### src/rtl/axis_pfifo_pkg.sv
package axis_pfifo_pkg;

  typedef enum logic [1:0] {
    STOP_AT_FULL  = 2'd0,
    STOP_AT_NEAR  = 2'd1,
    STOP_AT_LEVEL = 2'd2
  } inStop_e;

  typedef enum logic [1:0] {
    SHOW_NONEMPTY  = 2'd0,
    SHOW_ABOVE_ONE = 2'd1,
    SHOW_AT_LEVEL  = 2'd2
  } outShow_e;

  typedef struct packed {
    logic push;
    logic pop;
  } fifoStrobes_t;

endpackage

### src/rtl/pfifo_store.sv
module pfifo_store
  import axis_pfifo_pkg::*;
#(
  parameter int WORD_W = 19,
  parameter int DEPTH  = 8,
  localparam int AW    = $clog2(DEPTH)
) (
  input  logic              clk,
  input  fifoStrobes_t      stb,
  input  logic [AW-1:0]     wrPtr,
  input  logic [AW-1:0]     rdPtr,
  input  logic [WORD_W-1:0] wrWord,
  output logic [WORD_W-1:0] rdWord
);

  logic [WORD_W-1:0] slots [DEPTH];

  for (genvar i = 0; i < DEPTH; i++) begin : g_slot
    always_ff @(posedge clk) begin
      if (stb.push && wrPtr == AW'(i)) slots[i] <= wrWord;
    end
  end

  // fall-through: the head slot drives the output directly
  assign rdWord = slots[rdPtr];

endmodule

### src/rtl/pfifo_ctrl.sv
module pfifo_ctrl
  import axis_pfifo_pkg::*;
#(
  parameter int      DEPTH       = 8,
  parameter bit      PACKET_MODE = 1'b1,
  parameter inStop_e  READY_MODE = STOP_AT_FULL,
  parameter outShow_e VALID_MODE = SHOW_NONEMPTY,
  parameter int      FULL_LEVEL  = 6,
  parameter int      EMPTY_LEVEL = 2,
  localparam int     AW          = $clog2(DEPTH),
  localparam int     CW          = $clog2(DEPTH + 1)
) (
  input  logic          clk,
  input  logic          rst_n,
  input  logic          inValid,
  input  logic          inLast,
  input  logic          outReady,
  input  logic          outLast,
  output logic          inReady,
  output logic          outValid,
  output fifoStrobes_t  stb,
  output logic [AW-1:0] wrPtr,
  output logic [AW-1:0] rdPtr
);

  logic [CW-1:0] level;
  logic [CW-1:0] pktCnt;
  logic          stopIn;
  logic          lowOut;
  logic          lastIn;
  logic          lastOut;

  always_comb begin
    unique case (READY_MODE)
      STOP_AT_NEAR:  stopIn = level >= CW'(DEPTH - 1);
      STOP_AT_LEVEL: stopIn = level >= CW'(FULL_LEVEL);
      default:       stopIn = level == CW'(DEPTH);
    endcase
    unique case (VALID_MODE)
      SHOW_ABOVE_ONE: lowOut = level < CW'(2);
      SHOW_AT_LEVEL:  lowOut = level < CW'(EMPTY_LEVEL);
      default:        lowOut = level == '0;
    endcase
  end

  assign inReady  = !stopIn;
  assign outValid = PACKET_MODE ? (pktCnt != '0) : !lowOut;

  assign stb.push = inValid && inReady;
  assign stb.pop  = outValid && outReady;
  assign lastIn   = stb.push && inLast;
  assign lastOut  = stb.pop && outLast;

  always_ff @(posedge clk or negedge rst_n) begin
    if (!rst_n) begin
      wrPtr  <= '0;
      rdPtr  <= '0;
      level  <= '0;
      pktCnt <= '0;
    end else begin
      if (stb.push) wrPtr <= (wrPtr == AW'(DEPTH - 1)) ? '0 : wrPtr + 1'b1;
      if (stb.pop)  rdPtr <= (rdPtr == AW'(DEPTH - 1)) ? '0 : rdPtr + 1'b1;
      unique case ({stb.push, stb.pop})
        2'b10:   level <= level + 1'b1;
        2'b01:   level <= level - 1'b1;
        default: level <= level;
      endcase
      // a closing beat in and one out on the same edge cancel
      unique case ({lastIn, lastOut})
        2'b10:   pktCnt <= pktCnt + 1'b1;
        2'b01:   pktCnt <= pktCnt - 1'b1;
        default: pktCnt <= pktCnt;
      endcase
    end
  end

  AST_LEVEL_BOUND: assert property (@(posedge clk) disable iff (!rst_n)
    level <= CW'(DEPTH));
  AST_VALID_HOLD: assert property (@(posedge clk) disable iff (!rst_n)
    outValid && !outReady |=> outValid);
  AST_PKT_WITHIN_LEVEL: assert property (@(posedge clk) disable iff (!rst_n)
    pktCnt <= level);
  AST_NO_GAP: assert property (@(posedge clk) disable iff (!rst_n)
    PACKET_MODE && stb.pop && !outLast |=> outValid);
  AST_LAST_CANCEL: assert property (@(posedge clk) disable iff (!rst_n)
    lastIn && lastOut |=> $stable(pktCnt));
  AST_PKT_FITS: assert property (@(posedge clk) disable iff (!rst_n)
    PACKET_MODE && !inReady |-> pktCnt != '0);

endmodule

### src/rtl/axis_pkt_fifo.sv
module axis_pkt_fifo
  import axis_pfifo_pkg::*;
#(
  parameter int       DATA_W      = 16,
  parameter int       USER_W      = 2,
  parameter int       DEPTH       = 8,
  parameter bit       PACKET_MODE = 1'b1,
  parameter inStop_e  READY_MODE  = STOP_AT_FULL,
  parameter outShow_e VALID_MODE  = SHOW_NONEMPTY,
  parameter int       FULL_LEVEL  = 6,
  parameter int       EMPTY_LEVEL = 2
) (
  input  logic              clk,
  input  logic              rst_n,
  input  logic              s_tvalid,
  output logic              s_tready,
  input  logic [DATA_W-1:0] s_tdata,
  input  logic [USER_W-1:0] s_tuser,
  input  logic              s_tlast,
  output logic              m_tvalid,
  input  logic              m_tready,
  output logic [DATA_W-1:0] m_tdata,
  output logic [USER_W-1:0] m_tuser,
  output logic              m_tlast
);

  localparam int WORD_W = USER_W + 1 + DATA_W;
  localparam int AW     = $clog2(DEPTH);

  fifoStrobes_t      stb;
  logic [AW-1:0]     wrPtr;
  logic [AW-1:0]     rdPtr;
  logic [WORD_W-1:0] wrWord;
  logic [WORD_W-1:0] rdWord;

  assign wrWord = {s_tuser, s_tlast, s_tdata};
  assign {m_tuser, m_tlast, m_tdata} = rdWord;

  pfifo_ctrl #(
    .DEPTH(DEPTH), .PACKET_MODE(PACKET_MODE), .READY_MODE(READY_MODE),
    .VALID_MODE(VALID_MODE), .FULL_LEVEL(FULL_LEVEL), .EMPTY_LEVEL(EMPTY_LEVEL)
  ) u_ctrl (
    .clk(clk), .rst_n(rst_n),
    .inValid(s_tvalid), .inLast(s_tlast),
    .outReady(m_tready), .outLast(m_tlast),
    .inReady(s_tready), .outValid(m_tvalid),
    .stb(stb), .wrPtr(wrPtr), .rdPtr(rdPtr)
  );

  pfifo_store #(.WORD_W(WORD_W), .DEPTH(DEPTH)) u_store (
    .clk(clk), .stb(stb), .wrPtr(wrPtr), .rdPtr(rdPtr),
    .wrWord(wrWord), .rdWord(rdWord)
  );

  initial begin
    assert (DEPTH >= 2);
  end

endmodule

### config.mk
export PLATFORM = sky130hd
export DESIGN_NAME = axis_pkt_fifo
export DESIGN_NICKNAME = d
export VERILOG_FILES = /design/src/rtl/axis_pfifo_pkg.sv /design/src/rtl/pfifo_store.sv /design/src/rtl/pfifo_ctrl.sv /design/src/rtl/axis_pkt_fifo.sv
export SDC_FILE = /design/constraint.sdc
export NUM_CORES = 1
export LEC_CHECK = 0
export BUFFER_PORTS_ARGS = -buffer_cell sky130_fd_sc_hd__buf_4
export CAP_MARGIN = 30
export CORE_UTILIZATION = 54
export DETAILED_ROUTE_END_ITERATION = 10
export GPL_ROUTABILITY_DRIVEN = 0
export HOLD_SLACK_MARGIN = 0.1
export PLACE_DENSITY_LB_ADDON = 0.2
export SLEW_MARGIN = 15
export SYNTH_ARGS = -nofsm -noshare
export SYNTH_HDL_FRONTEND = slang
export SYNTH_HIERARCHICAL = 1
export SYNTH_SLANG_ARGS = --single-unit
### constraint.sdc
create_clock -name clk -period 5.8 [get_ports clk]
set_clock_uncertainty 0.1 [all_clocks]
set_input_delay 1.45 -clock clk [delete_from_list [all_inputs] [get_ports clk]]
set_output_delay 1.45 -clock clk [all_outputs]
set_load 0.05 [all_outputs]
==> results.json <==
{
  "clk_pin_slew_ns": 0.06,
  "reg2reg_depth": 10,
  "cts_setup_buffers": 0,
  "slew_violations": 0,
  "outcome": "finished, final reports clean",
  "cap_violations": 0,
  "p_per_area_mw_per_mm2": 567.8,
  "cts_made_buffers": 17,
  "nNetsFinal": 411,
  "tns_ns": 0,
  "ioPinCount": 44,
  "fin_crit_sh": 0.7520,
  "seq_area_mm2": 0.004916,
  "fmax_mhz": 229.3,
  "grtUsageTotal": 0.1961,
  "grt_pass1_vias": 3229,
  "cts_buffer_depth": 2,
  "drc_errors": 0,
  "syn_nets": 348,
  "synth_area_leader_cell": "edfxtp_1",
  "wl_per_cell_um": 20.35,
  "yosysUniqueCellTypes": 40,
  "die-area_mm2": 0.01296,
  "crit_fanout": 23,
  "pre_cts_ws_ns": 1.807,
  "multiInputGateArea_mm2": 0.001749,
  "r2r_end": "u_ctrl/pktCnt[2]",
  "crit_path_frequent_cell": "buf_4",
  "min_to": "u_ctrl/pktCnt[3]",
  "holdPathStages": 1,
  "postLayoutCoreUtil": 0.6583,
  "postRouteAntennaNets": 0,
  "syn-cell-area_mm2": 0.006756,
  "synthArstFlopShare": 0.08434,
  "synth_common_cells": "edfxtp_1 (152), mux4_2 (29), mux2_4 (19)",
  "area_growth_pct": 18.00,
  "finalSetupViolCount": 0,
  "peakVddDrop_uv": 316.5,
  "holdBufCountCts": 0,
  "worst_slack_ns": 1.438,
  "synth_flop_cell": "edfxtp_1",
  "cts_tree": "yes",
  "syn_inst": 314,
  "routed_wl_mm": 11.35,
  "critPathCaptureType": "output pin",
  "grt_first_pass_wirelength_mm": 18.04,
  "antenna_cells": 0,
  "antenna_found_initial": 0,
  "start_util": 0.5579,
  "clock_latency_ns": 0.42,
  "postSynthAreaPerCell_um2": 21.52,
  "dieHeight_um": 113.9,
  "dpl.hpwl_mm": 6.927,
  "die_w_um": 113.9,
  "timing_hold_violations_final": 0,
  "fill_cells": 843,
  "yosys_warnings": 6,
  "synth_area_leaders": "edfxtp_1 (68%), mux4_2 (9.7%), dfrtp_1 (5.2%)",
  "hold_path_class": "reg2reg",
  "worstMarginPinSlew_ns": 0.8785,
  "root_buffer": "clkbuf_16",
  "r2r_start": "u_ctrl/rdPtr[0]",
  "cts_resized": 0,
  "leakagePower_nw": 2.813,
  "ys_ff_latch": 166,
  "ff2ff_setup_slack_ns": 2.56,
  "synth_edf_count": 152,
  "period_needed_ns": 4.362,
  "worstSetupStartpointType": "register",
  "final_area_mm2": 0.007973,
  "core_mm2": 0.01211,
  "synth.most_common_cell": "edfxtp_1",
  "maxSlewHeadroom": 0.4112,
  "dr.pass1.iters": 4,
  "grt_max_degree": 25,
  "crit_chain": "buf_4, mux4_1, mux2_4, buf_4",
  "hold_ws_ns": 0.3845,
  "grt.overflow.total": 0,
  "synth_top_area_frac": 0.6756,
  "cp.arrival_ns": 2.81,
  "place_area_mm2": 0.007321,
  "via_per_inst": 5.654,
  "path_class": "reg2out",
  "synth-seq-area-share": 0.7274,
  "cts_sinks": 166,
  "critPathMaxStageDelay_ns": 0.83,
  "rsz0062_at_grt": "false",
  "numPortBuffers": 43,
  "required_ns": 4.25,
  "hp-start": "u_ctrl/pktCnt[3]",
  "htreeDepth": 4,
  "fp-row-count": 40,
  "vias": 3155,
  "drt_iter0_markers": 207,
  "layout-drive-gt1-share": 0.3872,
  "slowest_stage": "dfrtp_2"
}
-- layout make-up --
cell class	count	area share
Timing Repair Buffer	55	0.05226
Sequential cell	166	0.6166
Clock buffer	17	0.05336
Tap cell	168	0.02637
Inverter	7	0.003610
Clock inverter	15	0.02841
Multi-Input combinational cell	130	0.2194
-- layout by cell type (no fill, tap or decap), types with 6 or more instances in the layout --
cell type	instances
buf_4	54
clkbuf_16	17
dfrtp_1	13
edfxtp_1	152
ha_1	10
inv_1	6
mux2_4	19
mux4_1	9
mux4_2	29
nand2_1	8
nand2b_1	6
nor2_2	6
o21ai_0	7
-- report_power, final --
part	leakage (nW)	internal [mW]	switching [mW]	total [mW]
registers	1.55	1.52	0.169	1.69
logic	0.961	0.727	0.892	1.62
clock network	0.305	0.767	0.449	1.22
-- worst max path at each step --
stage	slack [ns]	end	start	cells after the start
after floorplan	2.27	u_store/slots[0][0]	s_tvalid	4
after global placement	1.82	m_tdata[7]	u_ctrl/rdPtr[0]	4
after detailed placement	1.81	m_tdata[2]	u_ctrl/rdPtr[0]	4
after CTS	1.33	m_tdata[6]	u_ctrl/rdPtr[0]	4
after global routing	1.26	m_tdata[2]	u_ctrl/rdPtr[0]	4
final	1.44	m_tdata[6]	u_ctrl/rdPtr[0]	4
-- worst max-delay path, delay by kind of cell (launching register included) --
family	cells	cell delay [ns]
buffers and inverters	2	0.65
multiplexers	2	0.90
flip-flops	1	0.83
-- flip-flops by register name (all words and copies together) (netlist names) --
name	flops
u_store/slots	152
u_ctrl/wrPtr	3
u_ctrl/rdPtr	3
u_ctrl/level	4
u_ctrl/pktCnt	4
-- logic make-up (layout without fill, tap and decap cells) --
logic type	count (synthesis)	in the layout	share of synthesized area
XOR/XNOR	7	7	0.009074
AND/OR/NAND/NOR	38	38	0.03278
multiplexers	61	61	0.1804
adder cells (fa/ha/maj)	11	11	0.02148
buffers and inverters	18	94	0.01741
flip-flops	166	166	0.7274
AO/OA/AOI/OAI	13	13	0.01148
-- through the flow --
stage                     power, mW  std cells
after floorplan               2.961        314
after global placement        3.316        525
after detailed placement      3.353        526
after CTS                     4.579        558
after global routing          4.725        558
final                         4.527        558
-- metal layers --
metal | wire (um) | track usage | vias to the layer above
li1 | - | - | 1419
met2 | 5916 | 0.3317 | 69
met5 | 0 | 0 | -
met4 | 180 | 0.07532 | 0
met1 | 4762 | 0.2495 | 1652
met3 | 494 | 0.04463 | 15
Power figures use the tool's default switching activity.
